$ cat src/rtl/uart_os_rx_pkg.sv
package uart_os_rx_pkg;

    localparam int DIV_W   = 16;
    localparam int DATA_W  = 8;
    localparam int OS_RATE = 16;
    localparam int OS_SH   = $clog2(OS_RATE);
    localparam int PER_W   = DIV_W - OS_SH + 1;

    typedef enum logic [2:0] {
        RX_IDLE,
        RX_START,
        RX_DATA,
        RX_PARITY,
        RX_STOP
    } rx_state_e;

    typedef struct packed {
        logic             par_en;
        logic             par_odd;
        logic [PER_W-1:0] period;
    } rx_cfg_t;

    // Oversample period: divisor / OS_RATE rounded to nearest, at least 1.
    function automatic logic [PER_W-1:0] os_period(input logic [DIV_W-1:0] div);
        logic [DIV_W:0]   sum;
        logic [PER_W-1:0] p;
        sum = {1'b0, div} + (DIV_W+1)'(OS_RATE / 2);
        p   = PER_W'(sum >> OS_SH);
        if (p == '0) p = PER_W'(1);
        return p;
    endfunction

endpackage

$ cat src/rtl/uart_os_rx_sync.sv
module uart_os_rx_sync #(
    parameter int STAGES = 2
) (
    input  logic clk,
    input  logic rst,
    input  logic d_i,
    output logic q_o
);
    logic [STAGES-1:0] chain;

    generate
        if (STAGES < 2) begin : g_bad
            initial $error("uart_os_rx_sync needs at least two stages");
        end
    endgenerate

    always_ff @(posedge clk) begin
        if (rst) chain <= '1;
        else     chain <= {chain[STAGES-2:0], d_i};
    end

    assign q_o = chain[STAGES-1];
endmodule

$ cat src/rtl/uart_os_rx_tick.sv
module uart_os_rx_tick
    import uart_os_rx_pkg::*;
(
    input  logic             clk,
    input  logic             rst,
    input  logic             restart_i,
    input  logic [PER_W-1:0] period_i,
    output logic             tick_o
);
    logic [PER_W-1:0] cnt;

    always_ff @(posedge clk) begin
        if (rst)                 cnt <= '0;
        else if (restart_i)      cnt <= period_i - PER_W'(1);
        else if (cnt == '0)      cnt <= period_i - PER_W'(1);
        else                     cnt <= cnt - PER_W'(1);
    end

    assign tick_o = (cnt == '0);

    // after a tick the counter restarts a full period
    p_reload_r3: assert property (@(posedge clk) disable iff (rst)
        (tick_o && !restart_i) |=> (cnt == $past(period_i) - PER_W'(1)));
endmodule

$ cat src/rtl/uart_os_rx_core.sv
module uart_os_rx_core
    import uart_os_rx_pkg::*;
#(
    parameter int DEFAULT_DIV = 434
) (
    input  logic              clk,
    input  logic              rst,
    input  logic              line_i,
    input  logic [DIV_W-1:0]  div_i,
    input  logic              par_en_i,
    input  logic              par_odd_i,
    input  logic              tick_i,
    output logic              restart_o,
    output logic [PER_W-1:0]  period_o,
    output logic [DATA_W-1:0] data_o,
    output logic              valid_o,
    output logic              err_o
);
    localparam int OS_W     = $clog2(OS_RATE);
    localparam int IDX_W    = $clog2(DATA_W);
    localparam int OS_LAST  = OS_RATE - 1;
    localparam int MID_LAST = OS_RATE / 2 - 1;

    rx_state_e         state;
    rx_cfg_t           cfg, cfg_new;
    logic              line_q;
    logic [OS_W-1:0]   os_cnt;
    logic [IDX_W-1:0]  idx;
    logic [DATA_W-1:0] shreg;
    logic              par_acc, par_bad;
    logic              fall, last_os;

    assign fall      = line_q & ~line_i;
    assign restart_o = (state == RX_IDLE) && fall;
    assign last_os   = tick_i && (os_cnt == OS_W'(OS_LAST));

    always_comb begin
        cfg_new.par_en  = par_en_i;
        cfg_new.par_odd = par_odd_i;
        cfg_new.period  = os_period((div_i == '0) ? DIV_W'(DEFAULT_DIV) : div_i);
    end

    assign period_o = restart_o ? cfg_new.period : cfg.period;

    always_ff @(posedge clk) begin
        if (rst) begin
            state   <= RX_IDLE;
            cfg     <= '0;
            line_q  <= 1'b1;
            os_cnt  <= '0;
            idx     <= '0;
            shreg   <= '0;
            par_acc <= 1'b0;
            par_bad <= 1'b0;
            data_o  <= '0;
            valid_o <= 1'b0;
            err_o   <= 1'b0;
        end else begin
            line_q  <= line_i;
            valid_o <= 1'b0;
            err_o   <= 1'b0;
            if (state != RX_IDLE && state != RX_START && tick_i)
                os_cnt <= last_os ? '0 : os_cnt + OS_W'(1);
            unique case (state)
                RX_IDLE: if (fall) begin
                    cfg     <= cfg_new;
                    os_cnt  <= '0;
                    idx     <= '0;
                    par_acc <= 1'b0;
                    par_bad <= 1'b0;
                    state   <= RX_START;
                end
                RX_START: if (tick_i) begin
                    if (os_cnt == OS_W'(MID_LAST)) begin
                        os_cnt <= '0;
                        state  <= line_i ? RX_IDLE : RX_DATA;
                    end else begin
                        os_cnt <= os_cnt + OS_W'(1);
                    end
                end
                RX_DATA: if (last_os) begin
                    shreg   <= {line_i, shreg[DATA_W-1:1]};
                    par_acc <= par_acc ^ line_i;
                    idx     <= idx + IDX_W'(1);
                    if (idx == IDX_W'(DATA_W - 1))
                        state <= cfg.par_en ? RX_PARITY : RX_STOP;
                end
                RX_PARITY: if (last_os) begin
                    par_bad <= par_acc ^ line_i ^ cfg.par_odd;
                    state   <= RX_STOP;
                end
                RX_STOP: if (last_os) begin
                    data_o  <= shreg;
                    valid_o <= 1'b1;
                    err_o   <= ~line_i | par_bad;
                    state   <= RX_IDLE;
                end
                default: state <= RX_IDLE;
            endcase
        end
    end

    // error only accompanies a valid pulse
    p_err_with_valid_r11: assert property (@(posedge clk) disable iff (rst)
        err_o |-> valid_o);
    // valid lasts a single cycle
    p_valid_pulse_r11: assert property (@(posedge clk) disable iff (rst)
        valid_o |=> !valid_o);
    // a result appears only after the stop bit state
    p_valid_after_stop_r2: assert property (@(posedge clk) disable iff (rst)
        $rose(valid_o) |-> $past(state) == RX_STOP);
    // captured configuration holds for the whole frame
    p_cfg_hold_r8: assert property (@(posedge clk) disable iff (rst)
        (state != RX_IDLE && $past(state) != RX_IDLE) |-> $stable(cfg));
    // a start bit high at its centre drops the frame
    p_glitch_drop_r9: assert property (@(posedge clk) disable iff (rst)
        (state == RX_START && tick_i && os_cnt == OS_W'(MID_LAST) && line_i)
        |=> (state == RX_IDLE && !valid_o));
endmodule

$ cat src/rtl/uart_os_rx.sv
module uart_os_rx
    import uart_os_rx_pkg::*;
#(
    parameter int SYNC_STAGES = 2,
    parameter int DEFAULT_DIV = 434
) (
    input  logic              clk,
    input  logic              rst,
    input  logic              rx_line,
    input  logic [DIV_W-1:0]  divisor,
    input  logic              parity_en,
    input  logic              parity_odd,
    output logic [DATA_W-1:0] rx_data,
    output logic              rx_valid,
    output logic              rx_err
);
    logic             line_s, tick, restart;
    logic [PER_W-1:0] period;

    uart_os_rx_sync #(.STAGES(SYNC_STAGES)) u_sync (
        .clk (clk), .rst (rst), .d_i (rx_line), .q_o (line_s)
    );

    uart_os_rx_tick u_tick (
        .clk (clk), .rst (rst), .restart_i (restart),
        .period_i (period), .tick_o (tick)
    );

    uart_os_rx_core #(.DEFAULT_DIV(DEFAULT_DIV)) u_core (
        .clk (clk), .rst (rst), .line_i (line_s), .div_i (divisor),
        .par_en_i (parity_en), .par_odd_i (parity_odd), .tick_i (tick),
        .restart_o (restart), .period_o (period),
        .data_o (rx_data), .valid_o (rx_valid), .err_o (rx_err)
    );
endmodule

$ cat config.mk
export PLATFORM = sky130hd
export DESIGN_NAME = uart_os_rx
export DESIGN_NICKNAME = d
export VERILOG_FILES = /design/src/rtl/uart_os_rx_pkg.sv /design/src/rtl/uart_os_rx_sync.sv /design/src/rtl/uart_os_rx_tick.sv /design/src/rtl/uart_os_rx_core.sv /design/src/rtl/uart_os_rx.sv
export SDC_FILE = /design/constraint.sdc
export NUM_CORES = 1
export LEC_CHECK = 0
export BUFFER_PORTS_ARGS = -buffer_cell sky130_fd_sc_hd__buf_2
export CORE_ASPECT_RATIO = 0.7
export CORE_MARGIN = 2
export CORE_UTILIZATION = 34
export DETAILED_ROUTE_END_ITERATION = 10
export GPL_ROUTABILITY_DRIVEN = 1
export PLACE_DENSITY_LB_ADDON = 0.3
export REMOVE_ABC_BUFFERS = 1
export SYNTH_ARGS = -nofsm -noshare
export SYNTH_HDL_FRONTEND = slang
export SYNTH_SLANG_ARGS = --single-unit
$ cat constraint.sdc
create_clock -name clk -period 5.4 [get_ports clk]
set_input_delay 0.81 -clock clk [delete_from_list [all_inputs] [get_ports clk]]
set_output_delay 0.81 -clock clk [all_outputs]
set_load 0.1 [all_outputs]
# After elaboration in Yosys (flattened, before gate mapping)
# Cells that the tools add are included.
dict set report totals {
  wordCells 91
  reg_bits 61
  out_inout_bits 10
  input_bits 21
}
dict set report op_classes {
  reduce_logical 19
  addsub 5
  eq_ne 15
  mux 30
  bitwise 7
}
# op count
set op_table {}
lappend op_table {{two-way mux 13 bit} 4}
lappend op_table {{two-way mux 3 bit} 10}
lappend op_table {{logical NOT 13 bit} 2}
lappend op_table {{subtractor 13 x 1 -> 13 bit (second input constant)} 2}
lappend op_table {{two-way mux 4 bit} 5}
lappend op_table {{adder 16 x 4 -> 17 bit (second input constant)} 1}
lappend op_table {{logical NOT 16 bit} 1}
lappend op_table {{two-way mux 16 bit} 1}
lappend op_table {{one-hot mux 3 bit (5 select lines)} 1}
lappend op_table {{inequality test 2 x 1 -> 1 bit (second input constant)} 7}
lappend op_table {{one-hot mux 4 bit (2 select lines)} 1}
lappend op_table {{AND reduction 7 bit} 1}
lappend op_table {{equality test 3 x 2 -> 1 bit (second input constant)} 2}
lappend op_table {{equality test 3 bit (second input constant)} 2}
lappend op_table {{one-hot mux 3 bit (2 select lines)} 1}
lappend op_table {{AND reduction 2 bit} 3}
lappend op_table {{AND reduction 3 bit} 2}
lappend op_table {{adder 4 x 1 -> 4 bit (second input constant)} 1}
lappend op_table {{equality test 4 x 3 -> 1 bit (second input constant)} 1}
lappend op_table {{equality test 4 bit (second input constant)} 1}
lappend op_table {{logical AND 1 bit} 4}
lappend op_table {{two-way mux 1 bit} 4}
lappend op_table {{one-hot mux 1 bit (2 select lines)} 2}
lappend op_table {{nonzero test 2 bit} 2}
lappend op_table {{other kinds (12)} 15}

# Longest topological paths before layout
dict set report logic_depth {
  word_depth 9
  mapped_depth 19
  ltp_nobuf 17
}

# Hierarchy
# A second synthesis with hierarchy kept.
dict set report hier_totals {
  cells_unflattened 432
  hier_area_um2 3460.8
}
# mod seq_area_each_um2 n_inst cells_per_inst area_per_inst_um2
set by_module_without_submodules {}
lappend by_module_without_submodules {uart_os_rx_core 920.9 1 312 2451.1}
lappend by_module_without_submodules {uart_os_rx_tick 260.2 1 116 957.2}
lappend by_module_without_submodules {uart_os_rx_sync 40.0 1 4 52.6}

# Worst setup path before layout
# Ideal clock, no wire load.
dict set report synth_timing {
  path_type {input port to flip-flop}
  from {in divisor[6]}
  to {reg u_tick.cnt[6]}
  t_arrival_ns 4.038
  setup_time_ns 0.086
  setup_slack_ns 1.276
  required_ns 5.314
  n_path_buf 1
  stages 18
  path_cell_list {clkbuf_1 nor4_1 and4_1 a21o_1 ha_1 nand2_1 or4_1 nand2_1 nor4_1 o211ai_1 o31ai_4 inv_1 ha_1 nand2_1 and4bb_2 nand2_1 xor2_1 a211oi_1}
}
dict set report synth_between {
  elab_chain_cells 9
}
# element line
set synth_lines {}
lappend synth_lines {{start, declared} uart_os_rx.sv:10} ;# input logic [DIV_W-1:0] divisor,
lappend synth_lines {{logical NOT 16 bit} uart_os_rx_core.sv:40} ;# cfg_new.period = os_period((div_i == '0) ? DIV_W'(DEFAULT_DIV) : div_i);
lappend synth_lines {{two-way mux 16 bit *} uart_os_rx_core.sv:40}
lappend synth_lines {{adder 16 x 4 -> 17 bit *} uart_os_rx_pkg.sv:27} ;# sum = {1'b0, div} + (DIV_W+1)'(OS_RATE / 2);
lappend synth_lines {{logical NOT 13 bit} uart_os_rx_pkg.sv:29} ;# if (p == '0) p = PER_W'(1);
lappend synth_lines {{two-way mux 13 bit *} uart_os_rx_pkg.sv:29}
lappend synth_lines {{two-way mux 13 bit *} uart_os_rx_core.sv:43} ;# assign period_o = restart_o ? cfg_new.period : cfg.period;
lappend synth_lines {{subtractor 13 x 1 -> 13 bit *} {uart_os_rx_tick.sv:14, uart_os_rx_tick.sv:15}}
lappend synth_lines {{two-way mux 13 bit} uart_os_rx_tick.sv:15} ;# else if (cnt == '0) cnt <= period_i - PER_W'(1);
lappend synth_lines {{two-way mux 13 bit *} uart_os_rx_tick.sv:14} ;# else if (restart_i) cnt <= period_i - PER_W'(1);
lappend synth_lines {{end signal, assigned} uart_os_rx_tick.sv:14}
lappend synth_lines {{end signal, assigned} uart_os_rx_tick.sv:15}
lappend synth_lines {{end signal, assigned} uart_os_rx_tick.sv:16} ;# else cnt <= cnt - PER_W'(1);
lappend synth_lines {{end, declared} uart_os_rx_tick.sv:10} ;# logic [PER_W-1:0] cnt;
# Mark *: on every way between the ends. The rest lies on a longest branch, timed or not.
# A chain may end at the register's enable or synchronous reset.

# Final worst setup path
dict set report layout_timing {
  from {in divisor[3]}
  to {reg u_tick.cnt[8]}
}
# The elaborated chain is that of the path after synthesis.

==> results.py <==
metrics = {
    "floorplan": {
        "row_count": 30,
        "die_width_um": 124,
        "io-pin-count": 31,
        "coreArea_mm2": 0.00972,
        "dieArea_mm2": 0.0109,
        "die_y_um": 87.8,
        "initial_core_util_pct": 35.1,
    },
    "cts": {
        "cts_made_buffers": 9,
        "htreeDepth": 3,
        "cts_tree": "yes",
        "clock_latency_ns": 0.33,
        "clock_path_buffers": 2,
        "clockRootBuffer": "clkbuf_16",
        "cts_resized": 0,
        "cts_sinks": 61,
        "cts.reportedPaths.clkPinSlew_ns": 0.05,
        "post_cts_buffers": 0,
        "hold_buffers": 0,
    },
    "worst_setup_path": {
        "critPathMostFrequentCell": "nand2_1",
        "critical_path_arrival_ns": 4.61,
        "reg2reg_from": "u_core.state[0]",
        "r2r-end": "u_tick.cnt[8]",
        "critPathCaptureType": "flip-flop",
        "endpoint": "u_tick.cnt[8]",
        "slowest_delay_ns": 0.40,
        "reg2reg_depth": 13,
        "crit_type": "input pin to flip-flop",
        "crit_path_start": "divisor[3]",
        "crit_path_top_delay_cell": "nor4_1",
        "crit_fanout": 7,
        "path_cells": "buf_2 > nor4_1 > and4_1 > a21o_1 > ha_1 > nand2_1 > o31ai_1 > nand2_1 > nor4_1 > o211ai_1 > o31ai_4 > inv_1 > ha_1 > nand2_1 > and4bb_2 > nand2_1 > xnor2_1 > a211oi_1",
        "critPathLaunchType": "input pin",
        "required_ns": 5.63,
        "r2r_setup_slack_ns": 1.81,
    },
    "timing": {
        "slew_headroom_pct": 41.1,
        "tightest_slew_ns": 0.882,
        "fmax_ghz": 0.228,
        "period_needed_ns": 4.38,
        "rsz0062_at_grt": "no",
        "timing.hold.ws_ns": 0.425,
        "period_share_pct": 81.0,
        "hold_viol": 0,
        "setup_viol": 0,
        "finClkSkew_ns": 0.00649,
        "maxSlewViolCount": 0,
        "tns_ns": 0,
    },
    "synth": {
        "synthTopCellsByArea": "dfxtp_1, nor2_1, nand2_1",
        "synth_seq_area_share_pct": 35.8,
        "netlist_instances": 432,
        "synth_cell_types": 57,
        "netlist_area_mm2": 0.00341,
        "ys.flop_type": "dfxtp_1",
        "synth_edf_count": 0,
        "yosysWarnings": 0,
        "synth_top_area_cell": "dfxtp_1",
        "synth_top_area_share_pct": 35.8,
        "synth.most_common_cell": "dfxtp_1",
        "async_flop_share_pct": 0,
        "synth.avg_cell_area_um2": 7.90,
        "netlist_top_cells_count": "dfxtp_1, nor2_1, nand2_1",
        "ys_ff_latch": 61,
    },
    "run_status": {
        "status": "completed",
    },
    "power": {
        "power_per_cell_area_mw_per_mm2": 397,
        "p_leak_uw": 0.00156,
        "max-vdd-ir-drop_v": 0.000177,
    },
    "cells_and_area": {
        "postLayoutCellArea_mm2": 0.00396,
        "area_growth_pct": 16.1,
        "multiInputGateArea_mm2": 0.00207,
        "nets": 476,
        "fillers": 1034,
        "final-seq-area_mm2": 0.00122,
        "drive_above_1_share_pct": 14.3,
        "antenna_cells": 0,
    },
    "global_routing": {
        "track_usage_pct": 16.2,
        "grt_pass1_vias": 2879,
        "grt_antenna_before_repair": 0,
        "grt_overflow": 0,
        "grt_max_degree": 54,
        "grt_pass1_wl_mm": 13.8,
    },
    "routing": {
        "detail_route.iter0.violations": 258,
        "wl_per_cell_um": 14.5,
        "viasPerCell": 5.45,
        "drt_first_pass_iters": 5,
        "wirelength_mm": 8.46,
        "drc": 0,
        "vias": 3170,
        "drtAntennaViolNets": 0,
    },
    "place": {
        "gp_congestion": 0.966,
        "detailed_place_hpwl_mm": 5.94,
        "portBuffers": 30,
        "place_area_mm2": 0.00364,
    },
    "worst_hold_path": {
        "min_path_type": "flip-flop to flip-flop",
    },
    "run": {
        "maxCapViolCount": 0,
    },
}
-- worst max-delay path, delay by kind of cell --
kind	cells	cell delay, ns
and+or+nand+nor	8	1.61
adders and majority gates	2	0.55
buffers and inverters	2	0.33
xor gates and xnor gates	1	0.07
AOI/OAI and AO/OA	5	1.24
-- how the worst min path moves through the flow --
| stage | end | from | slack [ns] | cells after the start |
|---|---|---|---|---|
| 3_5_place_dp | u_sync.chain[1] | u_sync.chain[0] | 0.42 | 1 |
| 4_1_cts | u_sync.chain[1] | u_sync.chain[0] | 0.43 | 1 |
| 6_report | u_sync.chain[1] | u_sync.chain[0] | 0.43 | 1 |
| 2_1_floorplan | u_sync.chain[1] | u_sync.chain[0] | 0.39 | 1 |
| 5_1_grt | u_sync.chain[1] | u_sync.chain[0] | 0.46 | 1 |
| 3_3_place_gp | u_sync.chain[1] | u_sync.chain[0] | 0.41 | 1 |
-- per-stage QoR --
step                setup slack (ns)  util, %  cells  total power, uW
global route                   0.700     40.8    582             1660
global placement               0.994     37.4    566              948
CTS                             1.08     40.8    582             1580
detailed placement             0.802     37.4    566              955
finish                          1.02     40.8    582             1570
floorplan                       1.45        -    407              853
-- cells by family (layout without fill, tap and decap cells) --
group,Yosys count,in the layout,synth area share [%]
simple gates,208,208,30.5
mux,17,17,5.10
buf+inv,33,55,3.63
flops,61,61,35.8
fa+ha+maj,6,6,2.20
xor+xnor,23,23,5.90
compound gates,84,84,16.8
-- layout make-up --
type                    count  share of cell area (%)
multi-input cells         338                    52.2
flip-flops and latches     61                    30.8
clock buffers              11                    6.13
well taps                 128                    4.04
repair buffers             31                    3.98
clock inverters             5                    2.12
inverters                   8                   0.758
-- metal layers --
metal / up-vias / global-route usage, % / share of wire, %
met1: 1496 / 22.7 / 50
met2: 90 / 24.5 / 44
li1: 1578 / - / -
met5: - / 0 / 0
met3: 6 / 4.82 / 5.3
met4: 0 / 4.13 / 0.35
-- state kept, by name (all words and copies together) (netlist names) --
name,cells
u_tick.cnt,13
u_core.par_bad,1
u_core.os_cnt,4
u_core.state,3
u_core.err_o,1
u_sync.chain,2
u_core.cfg,15
u_core.shreg,8
u_core.valid_o,1
u_core.line_q,1
u_core.data_o,8
u_core.idx,3
u_core.par_acc,1
-- report_power, final --
group,internal (uW),switching [uW]
Sequential,496,43.6
Combinational,175,238
Clock,417,205
-- placed cells by master, fill, tap and decap left out, drive strengths merged, types with 12 or more instances in the layout --
cell type	n
a21oi	32
buf	31
dfxtp	61
mux2i	14
nand2	52
nand3	23
nor2	54
nor3	15
xor2	12
No activity file was read; power rests on OpenSTA's default activity.
